`config.mk`:
```
export PLATFORM = sky130hd
export DESIGN_NAME = sat_arith_unit
export DESIGN_NICKNAME = d
export VERILOG_FILES = /design/src/rtl/sat_pkg.sv /design/src/rtl/sat_double.sv /design/src/rtl/sat_addsub.sv /design/src/rtl/sat_sticky.sv /design/src/rtl/sat_arith_unit.sv
export SDC_FILE = /design/constraint.sdc
export NUM_CORES = 1
export LEC_CHECK = 0
export BUFFER_PORTS_ARGS = -buffer_cell sky130_fd_sc_hd__buf_2
export CAP_MARGIN = 15
export CORE_UTILIZATION = 50
export CTS_CLUSTER_SIZE = 28
export DETAILED_ROUTE_END_ITERATION = 8
export PLACE_DENSITY = 0.78
export SETUP_SLACK_MARGIN = 0.3
export SLEW_MARGIN = 30
export SYNTH_ARGS = -nofsm -noshare
export SYNTH_HDL_FRONTEND = slang
export SYNTH_SLANG_ARGS = --single-unit
```
`constraint.sdc`:
```
create_clock -name clk -period 8.6 [get_ports clk]
set_clock_uncertainty 0.15 [all_clocks]
set_input_delay 0.86 -clock clk [delete_from_list [all_inputs] [get_ports clk]]
set_output_delay 0.86 -clock clk [all_outputs]
set_load 0.1 [all_outputs]
```
`src/rtl/sat_pkg.sv`:
```
// Shared opcode encoding for the saturating arithmetic unit.
// Assumes a two-bit opcode in which bit 1 selects doubling and bit 0 selects subtract.
package sat_pkg;
    localparam int OP_SUB_BIT = 0;
    localparam int OP_DBL_BIT = 1;

    typedef enum logic [1:0] {
        OP_ADD  = 2'b00,
        OP_SUB  = 2'b01,
        OP_DADD = 2'b10,
        OP_DSUB = 2'b11
    } sat_op_e;
endpackage

```
`src/rtl/sat_double.sv`:
```
// Saturating doubler. Multiplies a signed value by two and clamps it to the signed range.
// Assumes W >= 2. Purely combinational.
module sat_double #(
    parameter int W = 32
) (
    input  logic [W-1:0] val_i,
    output logic [W-1:0] dbl_o,
    output logic         sat_o
);
    localparam logic [W-1:0] MAX_POS = {1'b0, {(W-1){1'b1}}};
    localparam logic [W-1:0] MIN_NEG = {1'b1, {(W-1){1'b0}}};

    // Purpose: the two top bits disagree exactly when doubling leaves the range.
    always_comb begin
        sat_o = val_i[W-1] ^ val_i[W-2];
        if (!sat_o)
            dbl_o = {val_i[W-2:0], 1'b0};
        else if (val_i[W-1])
            dbl_o = MIN_NEG;
        else
            dbl_o = MAX_POS;
    end

    // Purpose: the doubled value always keeps the sign of its input.
    always_comb begin
        assert_dbl_sign_R4: assert (dbl_o[W-1] == val_i[W-1]);
    end
endmodule

```
`src/rtl/sat_addsub.sv`:
```
// Saturating signed add/subtract. Overflow is detected from the operand and result signs.
// Assumes two's complement operands of width W. Purely combinational.
module sat_addsub #(
    parameter int W = 32
) (
    input  logic [W-1:0] a_i,
    input  logic [W-1:0] b_i,
    input  logic         sub_i,
    output logic [W-1:0] res_o,
    output logic         sat_o
);
    localparam logic [W-1:0] MAX_POS = {1'b0, {(W-1){1'b1}}};
    localparam logic [W-1:0] MIN_NEG = {1'b1, {(W-1){1'b0}}};

    logic [W-1:0] raw;

    // Purpose: form the wrapped result and the overflow condition from the signs.
    always_comb begin
        raw = sub_i ? (a_i - b_i) : (a_i + b_i);
        if (sub_i)
            sat_o = (a_i[W-1] != b_i[W-1]) && (raw[W-1] != a_i[W-1]);
        else
            sat_o = (a_i[W-1] == b_i[W-1]) && (raw[W-1] != a_i[W-1]);
    end

    // Purpose: clamp toward the sign of the first operand when the result overflows.
    always_comb begin
        if (!sat_o)
            res_o = raw;
        else if (a_i[W-1])
            res_o = MIN_NEG;
        else
            res_o = MAX_POS;
    end

    // Purpose: a clamped result must point the same way as the first operand.
    always_comb begin
        if (sat_o)
            assert_no_overflow_R5: assert (res_o[W-1] == a_i[W-1]);
    end
endmodule

```
`src/rtl/sat_sticky.sv`:
```
// Sticky flag register. A set takes priority over a clear.
// Assumes a synchronous active-low reset.
module sat_sticky (
    input  logic clk,
    input  logic rst_n,
    input  logic set_i,
    input  logic clr_i,
    output logic flag_o
);
    // Purpose: hold the flag. It is set by events and cleared only by the explicit input.
    always_ff @(posedge clk) begin
        if (!rst_n)
            flag_o <= 1'b0;
        else if (set_i)
            flag_o <= 1'b1;
        else if (clr_i)
            flag_o <= 1'b0;
    end

    assert_flag_set_R6: assert property (@(posedge clk) disable iff (!rst_n)
        set_i |=> flag_o);
    assert_flag_hold_R8: assert property (@(posedge clk) disable iff (!rst_n)
        (flag_o && !clr_i) |=> flag_o);
    assert_flag_clear_R8: assert property (@(posedge clk) disable iff (!rst_n)
        (clr_i && !set_i) |=> !flag_o);
endmodule

```
`src/rtl/sat_arith_unit.sv`:
```
// Top level: optional saturating doubling of the second operand, followed by a
// saturating add/subtract and a sticky saturation flag.
// Assumes that the opcode and operands are stable while in_valid is high.
module sat_arith_unit
    import sat_pkg::*;
#(
    parameter int WIDTH = 32
) (
    input  logic             clk,
    input  logic             rst_n,
    input  logic             in_valid,
    input  logic [1:0]       op,
    input  logic [WIDTH-1:0] opnd_a,
    input  logic [WIDTH-1:0] opnd_b,
    input  logic             flag_clr,
    output logic [WIDTH-1:0] result,
    output logic             out_valid,
    output logic             sat_flag
);
    logic [WIDTH-1:0] b_dbl;
    logic [WIDTH-1:0] b_eff;
    logic             dbl_sat;
    logic             as_sat;
    logic             set_evt;

    sat_double #(.W(WIDTH)) u_dbl (
        .val_i (opnd_b),
        .dbl_o (b_dbl),
        .sat_o (dbl_sat)
    );

    // Purpose: pick the raw or the doubled second operand.
    always_comb b_eff = op[OP_DBL_BIT] ? b_dbl : opnd_b;

    sat_addsub #(.W(WIDTH)) u_as (
        .a_i   (opnd_a),
        .b_i   (b_eff),
        .sub_i (op[OP_SUB_BIT]),
        .res_o (result),
        .sat_o (as_sat)
    );

    // Purpose: combine saturation from both stages, counted only on valid cycles.
    always_comb set_evt = in_valid && ((op[OP_DBL_BIT] && dbl_sat) || as_sat);

    // Purpose: the writeback strobe follows the input strobe.
    always_comb out_valid = in_valid;

    sat_sticky u_flag (
        .clk    (clk),
        .rst_n  (rst_n),
        .set_i  (set_evt),
        .clr_i  (flag_clr),
        .flag_o (sat_flag)
    );

    assert_idle_stable_R7: assert property (@(posedge clk) disable iff (!rst_n)
        (!in_valid && !flag_clr) |=> $stable(sat_flag));
    assert_reset_clear_R10: assert property (@(posedge clk)
        !rst_n |=> !sat_flag);
endmodule

```
=== After elaboration in Yosys (flattened, before gate mapping) ===
Index checks and enable logic that the tools add are counted.

* Add/sub/neg operators: 2
* Equality and inequality tests: 3
* Mux-type cells: 9
* Bitwise operators: 1
* Reduce and logical (&&, ||, !) cells: 6

{| class="wikitable"
|+ Operators with widths
! kind !! number
|-
| $mux 32 || 6
|-
| $add 32x32->32 || 1
|-
| $sub 32x32->32 || 1
|-
| $logic_and 1x1->1 || 4
|-
| $mux 1 || 3
|-
| $ne 1x1->1 || 2
|-
| $reduce_bool 2->1 || 1
|-
| $eq 1x1->1 || 1
|-
| $logic_or 1x1->1 || 1
|-
| $xor 1x1->1 || 1
|}

* Bits in registers: 1
* Input bits: 70
* Output and inout port bits: 34
* Word-level logic and storage cells: 22

=== Longest topological paths before layout ===
Gate-level depths: netlist of the first run.

* Depth after elaboration: 11
* Depth in mapped cells: 28

=== Cells and area by module ===
From an unflattened synthesis of the first run, not the netlist that was laid out.

* Cell total of the unflattened synthesis: 507
* Area total of the unflattened synthesis: 3858.7 µm²

{| class="wikitable"
|+ Modules (own cells, without submodules)
! module !! times used !! cells each !! area each (µm²) !! sequential area each (µm²)
|-
| sat_addsub || 1 || 391 || 2902.8 || 0.0
|-
| sat_arith_unit || 1 || 39 || 563.0 || 0.0
|-
| sat_double || 1 || 74 || 351.6 || 0.0
|-
| sat_sticky || 1 || 3 || 41.3 || 20.0
|}

=== Least setup slack after synthesis of the first run ===
No wires, ideal clock.

* Kind: in2out
* Start: in op[1]
* End: out result[6]
* Arrival time: 8288 ps
* Slack: -698 ps
* Stages on the path: 25
* Buffers on the path: 8
* Cell sequence: buf_4 buf_6 buf_2 buf_1 clkbuf_1 buf_1 buf_1 mux2i_1 ha_1 inv_1 nor2_1 and3_1 nand3b_1 nor3_1 a31oi_1 xnor2_1 ha_1 clkbuf_1 nand3_1 a2111oi_0 o211ai_1 a31oi_1 xor2_1 mux2_4 o31ai_1

* Word-level cells in the longest chain between the ends: 7

{| class="wikitable"
|+ Ends and longest elaborated chain
! what !! RTL line !! source
|-
| from (decl) || sat_arith_unit.sv:12 || <nowiki>input logic [1:0] op,</nowiki>
|-
| $mux 32 * || sat_arith_unit.sv:33 || <nowiki>always_comb b_eff = op[OP_DBL_BIT] ? b_dbl : opnd_b;</nowiki>
|-
| $add 32x32->32 / $sub 32x32->32 (equally long branches) || sat_addsub.sv:19 || <nowiki>raw = sub_i ? (a_i - b_i) : (a_i + b_i);</nowiki>
|-
| $mux 32 || sat_addsub.sv:19 ||
|-
| $ne 1x1->1 || sat_addsub.sv:21, sat_addsub.sv:23 ||
|-
| $logic_and 1x1->1 (on tied branches) || sat_addsub.sv:23, sat_addsub.sv:21 ||
|-
| $mux 1 || sat_addsub.sv:20 || <nowiki>if (sub_i)</nowiki>
|-
| $mux 32 * || sat_addsub.sv:28 || <nowiki>if (!sat_o)</nowiki>
|-
| to (decl) || sat_arith_unit.sv:16 || <nowiki>output logic [WIDTH-1:0] result,</nowiki>
|}

Mark *: on every way between the ends. The rest lies on a longest branch, timed or not.

=== Worst setup path after layout of the first run ===
* Start: in opnd_b[30]
* End: out result[28]

* Word-level cells in the longest chain between the ends: 9

{| class="wikitable"
|+ Ends and longest elaborated chain
! what !! RTL line !! source
|-
| from (decl) || sat_arith_unit.sv:14 || <nowiki>input logic [WIDTH-1:0] opnd_b,</nowiki>
|-
| $xor 1x1->1 || sat_double.sv:15 || <nowiki>sat_o = val_i[W-1] ^ val_i[W-2];</nowiki>
|-
| $mux 32 || sat_double.sv:16 || <nowiki>if (!sat_o)</nowiki>
|-
| $mux 32 * || sat_arith_unit.sv:33 ||
|-
| $add 32x32->32 / $sub 32x32->32 (equally long branches) || sat_addsub.sv:19 ||
|-
| $mux 32 || sat_addsub.sv:19 ||
|-
| $ne 1x1->1 || sat_addsub.sv:21, sat_addsub.sv:23 ||
|-
| $logic_and 1x1->1 (on tied branches) || sat_addsub.sv:23, sat_addsub.sv:21 ||
|-
| $mux 1 || sat_addsub.sv:20 ||
|-
| $mux 32 * || sat_addsub.sv:28 ||
|}

Marked as above.

==> results.ini, run 1 <==
[outcome]
outcome = complete, no violations

[power_and_ir_drop]
comb_power_share = 0.996
power_leakage_nw = 2.00
total_power_mw = 1.34
power_frac_clock = 0
internal_power_mw = 0.460
p_sw_mw = 0.877
swShare = 0.656
pwr_density_cell_mw_per_mm2 = 299
p_seq_frac = 0.004
ir_worst_vdd_mv = 0.153

[route]
post-route-drc-count = 0
drt_first_iter_violations = 199
wirelength_um = 10300
detail-route-antenna-nets = 0
wl_per_cell_um = 14.9
via_per_inst = 6.06
dr.pass1.iters = 5
via_count = 4194

[worst_setup_path]
cp.depth = 21
crit_chain = buf_2 -> inv_1 -> ha_1 -> nor2b_1 -> o31ai_1 -> nor3_2 -> and3_1 -> nand3b_1 -> nor3_1 -> nor2_1 -> xnor2_1 -> ha_1 -> and3_1 -> nand3_1 -> a2111oi_0 -> o211ai_1 -> a31oi_1 -> xor2_1 -> mux2_4 -> o31ai_2 -> buf_12
r2r_end = u_flag.flag_o
critPathLaunchType = input pin
rrSetupSlack_ns = 7.60
crit_start = opnd_b[30]
worst-path-buf-inv = 3
r2r.worst_path.cells = 3
cp_slowest_stage_delay_ns = 0.63
worstPathRequired_ns = 7.59
endpoint_kind = output port
crit_fanout = 32
critPathArrivalTime_ns = 6.79
crit_type = in -> out
reg2reg_from = u_flag.flag_o
critPathTopFamily = simple AND/OR/NAND/NOR gates
endpoint = result[28]
cp_slowest_cell = nor2b_1

[final_layout]
multi_input_area_mm2 = 0.00323
registers.top_by_ff_count = u_flag.flag_o
n_antenna_cell = 0
drive_gt1_frac = 0.229
fill_cells = 564
seq_area_um2 = 20.0
largest_reg_flops = 1
final_nets = 723
reg.largest.list = u_flag.flag_o x1
syn_to_final_growth_pct = 29.5

[grt]
grt_use_total = 0.279
met3_usage = 0.0117
grtUsageMet1 = 0.415
top_usage_layer = met2
use_met2 = 0.461
grt_pass1_wl_um = 17100
antenna_found_initial = 0
grt_overflow = 0
grt_pass1_vias = 3749
grt_max_degree = 44

[placed_design]
place_congestion = 0.935
hpwl_um = 8590
port_buffers = 103

[clock_network]
post-cts-setup-buffers = 0
cts_resized = 0
clkTransAtPathRegs_ns = 0
cts_hold_buf = 0
insertion_delay_ns = 0

[timing]
setup_viol = 0
setup_tns_ns = 0
finalHoldViolations = 0
max_slew_margin = 0.529
hold_slack_ns = 0.507
tightest_slew_ns = 0.705
drv_slew = 0
period_share = 0.907
rsz0062_at_grt = false
period_needed_ns = 7.80
timing.fmax_ghz = 0.128

[synthesis]
seq_area_frac_synth = 0.00581
synth_top_area_share = 0.127
syn_area_mm2 = 0.00345
synth_top_family_by_area = compound AO/OA/AOI/OAI gates
syn_area_per_cell_um2 = 6.42
synth_area_leader_cell = ha_1
yosysMostFrequentCell = a21oi_1
ys.flop_type = dfxtp_1
synth_edf_count = 0
synthArstFlopShare = 0
synth-seq-cells = 1
synthCells = 537
synth-simple-area-share = 0.252
synthDistinctLibCells = 59
synthXorXnorAreaFrac = 0.132
synth-compound-area-share = 0.379
synthAdderAreaFrac = 0.136
synth_common_cells = 80 x a21oi_1, 63 x nor2_1, 35 x ha_1
ys_warn_count = 0
synthMuxAreaShare = 0.0160
synth_area_leaders = ha_1 13%, a21oi_1 12%, xnor2_1 8.6%
synth_fp_nets = 643

[floorplanning]
pin_count = 104
rows = 29
start_util = 0.531
die_w_um = 85.0
dieArea_mm2 = 0.00723
die_h_um = 85.0
core_mm2 = 0.00649

[hold_path]
min_path_type = reg -> reg

[job]
cap_violations = 0

==> worst reg2reg max path, cell delays in order (launching register included) <==
cell and delay (ns):
dfxtp_1 0.29, nand2b_1 0.08, o21ai_0 0.11, o211a_1 0.25
==> layout by cell type (no fill, tap or decap), types with 4 or more instances in the layout <==
cell,count
a211oi_1,4
a21o_1,10
a21oi_1,80
a311oi_1,4
a31oi_1,19
and2_1,5
and3_1,6
buf_12,31
buf_2,72
buf_4,6
ha_1,35
inv_1,26
mux2i_1,4
nand2_1,32
nand2b_1,8
nand3_1,8
nand3b_1,5
nor2_1,63
nor3_1,12
nor3b_1,7
o211ai_1,5
o21ai_0,23
o21ai_1,11
o21ai_2,18
o21bai_1,7
o31ai_1,7
o31ai_2,5
or3_1,6
xnor2_1,34
xor2_1,18
==> power groups by stage <==
stage               Clock, mW  Combinational [mW]  Sequential [mW]
global route                0                1.39          0.00559
detailed placement          0                1.33          0.00552
floorplan                   0               0.913          0.00898
finish                      0                1.33          0.00549
CTS                         0                1.33          0.00552
global placement            0                1.32          0.00543
==> through the flow <==
stage / util / std cells / instance area, µm² / setup WS [ns]
finish: 0.688 / 692 / 4470 / 0.804
global route: 0.688 / 692 / 4470 / 0.346
CTS: 0.688 / 692 / 4470 / 0.889
detailed placement: 0.688 / 692 / 4470 / 0.911
global placement: 0.688 / 692 / 4470 / 1.08
floorplan: - / 537 / 3520 / 0.0267
==> cell type report <==
| cell class | count | area share |
|---|---|---|
| well taps | 77 | 0.0216 |
| repair buffers | 109 | 0.230 |
| inverters | 26 | 0.0219 |
| multi-input cells | 479 | 0.722 |
| flip-flops and latches | 1 | 0.00448 |
==> kinds of logic (layout without fill, tap and decap cells) <==
group                      Yosys count  in the layout
and+or+nand+nor                    171            171
adders and majority gates           37             37
buffers and inverters               57            135
xor gates and xnor gates            52             52
DFF                                  1              1
AOI/OAI and AO/OA                  214            214
muxes                                5              5
==> worst min-delay path by stage <==
stage | startpoint | to | cells after the start | slack [ns]
detailed placement | u_flag.flag_o | u_flag.flag_o | 3 | 0.50
global placement | u_flag.flag_o | u_flag.flag_o | 3 | 0.50
finish | u_flag.flag_o | u_flag.flag_o | 3 | 0.51
CTS | u_flag.flag_o | u_flag.flag_o | 3 | 0.50
global route | u_flag.flag_o | u_flag.flag_o | 3 | 0.53
floorplan | rst_n | u_flag.flag_o | 1 | 0.84
==> routing by layer <==
layer,vias to the layer above,routed length [µm]
li1,2128,-
met1,1864,4930
met2,196,4570
met3,6,776
met4,0,46
met5,-,0
No activity file was read; power rests on OpenSTA's default activity.
==> run 2: changes to the inputs <==
--- a/config.mk
+++ b/config.mk
@@ -5,12 +5,12 @@
 export SDC_FILE = /design/constraint.sdc
 export NUM_CORES = 1
 export LEC_CHECK = 0
+export ABC_AREA = 1
 export BUFFER_PORTS_ARGS = -buffer_cell sky130_fd_sc_hd__buf_2
 export CAP_MARGIN = 15
-export CORE_UTILIZATION = 50
+export CORE_UTILIZATION = 38
 export CTS_CLUSTER_SIZE = 28
 export DETAILED_ROUTE_END_ITERATION = 8
-export PLACE_DENSITY = 0.78
 export SETUP_SLACK_MARGIN = 0.3
 export SLEW_MARGIN = 30
 export SYNTH_ARGS = -nofsm -noshare
==> run 2 against run 1 <==
  * The flow now finishes with violations (DRC)
  * First-iteration DRC count fell by 27%
  * Sequential share of layout area increased by 0.055 points
  * Critical path depth grew 11
  * Core utilization is 24 points lower
  * Die area up 32%
  * Register-to-register slack improved by 0.29 ns
  * Global-route usage is 6.8 points lower
  * Largest cell class unchanged
  * Largest power group unchanged
==> results.ini, run 2 <==
[grt]
grt_overflow = 0
grt_use_total = 0.211
grt_pass1_vias = 3797
grt_pass1_wl_um = 17200
grt_max_degree = 35
antenna_found_initial = 0

[synthesis]
synthArstFlopShare = 0
synthAdderAreaFrac = 0.131
syn_area_per_cell_um2 = 5.35
synth_fp_nets = 758
synthDistinctLibCells = 38
synthCells = 652
ys_warn_count = 0
yosysMostFrequentCell = nand2_1
seq_area_frac_synth = 0.00574
synth-compound-area-share = 0.145
synth-seq-cells = 1
syn_area_mm2 = 0.00349
synth_area_leaders = nand2_1 25%, ha_1 13%, xor2_1 9.5%
synth_top_area_share = 0.254
ys.flop_type = dfxtp_1
synth_area_leader_cell = nand2_1
synth_edf_count = 0
synth_top_family_by_area = simple AND/OR/NAND/NOR gates
synthMuxAreaShare = 0
synthXorXnorAreaFrac = 0.148
synth-simple-area-share = 0.445
synth_common_cells = 236 x nand2_1, 68 x inv_1, 60 x nor2_1

[placed_design]
place_congestion = 0.925
place_area_mm2 = 0.00398
hpwl_um = 8830
port_buffers = 103
dp.cells = 841
pre_cts_slack_ns = 1.22

[final_layout]
fin_area_mm2 = 0.00398
instances_no_fill = 841
reg.largest.list = u_flag.flag_o x1
largest_reg_flops = 1
registers.top_by_ff_count = u_flag.flag_o
fill_cells = 1035
mostFrequentLayoutCells = 236 x nand2_1, 103 x buf_2, 68 x inv_1, 60 x nor2_1, 46 x a21oi_1
final_nets = 841
n_antenna_cell = 0
drive_gt1_frac = 0.173
syn_to_final_growth_pct = 14.1
final_common_cell = nand2_1

[worst_setup_path]
reg2reg_from = u_flag.flag_o
r2r.worst_path.cells = 2
crit_top_cell = nand2_1
critPathArrivalTime_ns = 6.43
r2r_end = u_flag.flag_o
rrSetupSlack_ns = 7.89
cp_slowest_cell = ha_1
endpoint_kind = output port
worstPathRequired_ns = 7.59
cp_slowest_stage_delay_ns = 0.89
critPathLaunchType = input pin
crit_type = in -> out
crit_fanout = 27

[timing]
period_share = 0.865
drv_slew = 0
finalHoldViolations = 0
max_slew_margin = 0.403
timing.fmax_ghz = 0.134
rsz0062_at_grt = false
tightest_slew_ns = 0.895
setup_slack_ns = 1.16
setup_viol = 0
setup_tns_ns = 0
period_needed_ns = 7.44
hold_slack_ns = 0.304

[route]
drt_first_iter_violations = 145
via_per_inst = 4.96
detail-route-antenna-nets = 0
wirelength_um = 10300
dr.pass1.iters = 7
post-route-drc-count = 12
wl_per_cell_um = 12.2
via_count = 4172

[floorplanning]
core_mm2 = 0.00881
pin_count = 104
start_util = 0.396
die_h_um = 97.8
dieArea_mm2 = 0.00957
die_w_um = 97.8
rows = 34

[clock_network]
cts_hold_buf = 0
cts_resized = 0
insertion_delay_ns = 0
clkTransAtPathRegs_ns = 0
post-cts-setup-buffers = 0

[power_and_ir_drop]
ir_worst_vdd_mv = 0.202
power_leakage_nw = 2.36
pwr_density_cell_mw_per_mm2 = 260

[hold_path]
hp-start = u_flag.flag_o
min_to = u_flag.flag_o
hold_depth = 2
min_path_type = reg -> reg

[job]
cap_violations = 0

[outcome]
outcome = finished, violations left
violations = DRC

==> run 2: cell count changes after synthesis, moves of 7 or more <==
cell / change
a21oi_1: -34
a31oi_1: -16
inv_1: +42
nand2_1: +204
nand2b_1: -8
nand3_1: +35
nor3b_1: -7
o21ai_1: -22
xnor2_1: -13
xor2_1: +20
==> run 2: kinds of logic (layout without fill, tap and decap cells) <==
family                     count (synthesis)  after routing
AOI/OAI and AO/OA                         92             92
and+or+nand+nor                          370            370
DFF                                        1              1
xor gates and xnor gates                  59             59
adders and majority gates                 36             36
buffers and inverters                     94            175
==> run 2: cell type report <==
cell class	instances	area, µm²	area share
sequential	1	20.0	0.00503
timing repair buffer	104	523	0.131
tap	108	135	0.0339
multi-input combinational	557	3030	0.761
inverter	71	272	0.0682
==> run 2: through the flow <==
stage | total power [mW] | util
after floorplan | 0.885 | -
after global placement | 1.03 | 0.452
after detailed placement | 1.03 | 0.452
after CTS | 1.04 | 0.452
after global routing | 1.10 | 0.452
final | 1.04 | 0.452
==> run 2: power breakdown <==
group	switching (mW)	leakage, nW	total, mW	internal (mW)
clock	0	0	0	0
combinational	0.820	2.35	1.03	0.210
sequential	0.000193	0.00823	0.00540	0.00521
==> run 2: worst max-delay path: cells and delay by family <==
kind | cells | cell delay [ns]
and+or+nand+nor | 14 | 1.73
adders and majority gates | 3 | 1.38
buffers and inverters | 7 | 1.30
AOI/OAI and AO/OA | 7 | 1.01
xor gates and xnor gates | 1 | 0.16
==> run 2: how the worst max path moves through the flow <==
stage | start | endpoint | depth (start not counted)
finish | opnd_b[31] | result[30] | 32
global route | opnd_b[30] | result[18] | 33
CTS | opnd_b[31] | result[30] | 32
detailed placement | opnd_b[31] | result[30] | 32
global placement | opnd_b[31] | result[30] | 30
floorplan | opnd_b[30] | result[30] | 33
==> run 2: routing by layer <==
metal | track usage | routed length (µm) | vias up
li1 | - | - | 2238
met1 | 0.312 | 5400 | 1813
met2 | 0.351 | 4390 | 113
met3 | 0.00931 | 416 | 8
met4 | 0.0163 | 76 | 0
met5 | 0 | 0 | -
==> run 3: changes to the inputs <==
--- a/config.mk
+++ b/config.mk
@@ -9,6 +9,7 @@
 export BUFFER_PORTS_ARGS = -buffer_cell sky130_fd_sc_hd__buf_2
 export CAP_MARGIN = 15
 export CORE_UTILIZATION = 38
+export CTS_BUF_LIST = sky130_fd_sc_hd__clkbuf_8
 export CTS_CLUSTER_SIZE = 28
 export DETAILED_ROUTE_END_ITERATION = 8
 export SETUP_SLACK_MARGIN = 0.3
==> constraint.sdc (replaced) <==
create_clock -name clk -period 7.6 [get_ports clk]
set_clock_uncertainty 0.15 [all_clocks]
set_input_delay 0.76 -clock clk [delete_from_list [all_inputs] [get_ports clk]]
set_output_delay 0.76 -clock clk [all_outputs]
set_load 0.1 [all_outputs]
==> run 3 against run 2 <==
  * The run still ends with DRC left
  * Via count rose by 0.53%
  * Worst setup slack got worse by 0.26 ns
  * Sequential share of layout area barely moved
  * Critical path depth fell by 4
  * Power rose by 13%
  * Die area did not move
  * Register-to-register slack got worse by 0.99 ns
  * Final area rose by 0.19%
==> results.ini, run 3 (same netlist as run 2, synthesis figures left out) <==
[outcome]
outcome = finished, violations left
violations = DRC

[timing]
rsz0062_at_grt = false
period_needed_ns = 6.69
setup_slack_ns = 0.905
setup_tns_ns = 0
finalHoldViolations = 0
timing.fmax_ghz = 0.149
max_slew_margin = 0.509
tightest_slew_ns = 0.728
period_share = 0.881
drv_slew = 0
setup_viol = 0

[grt]
grt_pass1_vias = 3793
antenna_found_initial = 0
grt_max_degree = 35
grt_use_total = 0.210
grt_overflow = 0
grt_pass1_wl_um = 17100

[floorplanning]
start_util = 0.396
die_h_um = 97.8
rows = 34
core_mm2 = 0.00881
die_w_um = 97.8
pin_count = 104
dieArea_mm2 = 0.00957

[final_layout]
final_nets = 842
drive_gt1_frac = 0.174
seq_area_um2 = 20.0
fill_cells = 1009
post-route-util = 0.453
instances_no_fill = 842
reg.largest.list = u_flag.flag_o x1
registers.top_by_ff_count = u_flag.flag_o
n_antenna_cell = 0
syn_to_final_growth_pct = 14.3
multi_input_area_mm2 = 0.00303
final_common_cell = nand2_1
mostFrequentLayoutCells = 236 x nand2_1, 103 x buf_2, 68 x inv_1, 60 x nor2_1, 46 x a21oi_1
largest_reg_flops = 1

[worst_setup_path]
r2r_end = u_flag.flag_o
worstPathRequired_ns = 6.69
crit_type = in -> out
rrSetupSlack_ns = 6.90
endpoint = result[30]
r2r.worst_path.cells = 2
critPathArrivalTime_ns = 5.78
critPathLaunchType = input pin
reg2reg_from = u_flag.flag_o
crit_start = op[1]
endpoint_kind = output port
crit_fanout = 34

[route]
met2WireLength_um = 4440
post-route-drc-count = 12
via_per_inst = 4.98
wl_met1_um = 5240
dr.pass1.iters = 7
via_count = 4194
wl_met3_um = 485
detail-route-antenna-nets = 0
wirelength_um = 10200
wl_per_cell_um = 12.1
top_layer_used = met4
drt_first_iter_violations = 156

[power_and_ir_drop]
pwr_density_cell_mw_per_mm2 = 294
power_leakage_nw = 2.36
ir_worst_vdd_mv = 0.195
total_power_mw = 1.17

[placed_design]
port_buffers = 103
hpwl_um = 8870
dp.cells = 842
place_congestion = 0.868
pre_cts_slack_ns = 0.925

[clock_network]
cts_hold_buf = 0
insertion_delay_ns = 0
clkTransAtPathRegs_ns = 0
post-cts-setup-buffers = 0
cts_resized = 0

[job]
cap_violations = 0

[hold_path]
min_path_type = reg -> reg

[run 3: changes by cell type in the layout (fill, tap and decap cells not counted), sizes merged]
cell,previous run,this run
buf,104,105
[run 3: layout make-up]
type	instances	area share
sequential	1	0.00502
multi-input combinational	557	0.760
tap	108	0.0339
timing repair buffer	105	0.133
inverter	71	0.0681
[run 3: how the worst min path moves through the flow]
| stage | start | to | cells after the start |
|---|---|---|---|
| 5_1_grt | u_flag.flag_o | u_flag.flag_o | 2 |
| 4_1_cts | u_flag.flag_o | u_flag.flag_o | 2 |
| 2_1_floorplan | rst_n | u_flag.flag_o | 2 |
| 3_5_place_dp | u_flag.flag_o | u_flag.flag_o | 2 |
| 3_3_place_gp | u_flag.flag_o | u_flag.flag_o | 2 |
| 6_report | u_flag.flag_o | u_flag.flag_o | 2 |
[run 3: power by group]
group | total (mW) | internal (mW) | switching (mW)
clock network | 0 | 0 | 0
registers | 0.00615 | 0.00590 | 0.000250
logic | 1.16 | 0.238 | 0.927
total | 1.17 | 0.243 | 0.928
[run 3: critical path, cell delays in order]
cell     delay (ns)
buf_2          0.46
inv_2          0.36
nand2_1        0.15
nand2_1        0.11
nor2_1         0.11
nand2_1        0.08
nor3_2         0.14
nand2_1        0.10
nor2_2         0.14
nand3_1        0.12
inv_1          0.09
nand2_1        0.08
nor2_2         0.14
inv_1          0.09
nand2_1        0.08
xor2_1         0.18
ha_1           0.32
a21oi_1        0.24
o21ai_0        0.11
a21oi_1        0.18
o21ai_0        0.10
a21oi_1        0.21
inv_1          0.09
nand2_1        0.10
nand3_1        0.34
buf_4          0.35
o21ai_1        0.09
buf_2          0.43
[run 3: per-stage QoR]
step                      hold slack, ns  cell area (µm²)
after detailed placement           0.308             3990
after floorplan                    0.719             3490
after CTS                          0.309             3990
after global placement             0.310             3990
after global routing               0.329             3990
final                              0.303             3990
[run 3: per-layer routing]
layer  up-vias  GRT usage
li1       2242          -
met1      1847      0.303
met4         0    0.00699
met3         2    0.00787
met2       103      0.365
met5         -          0
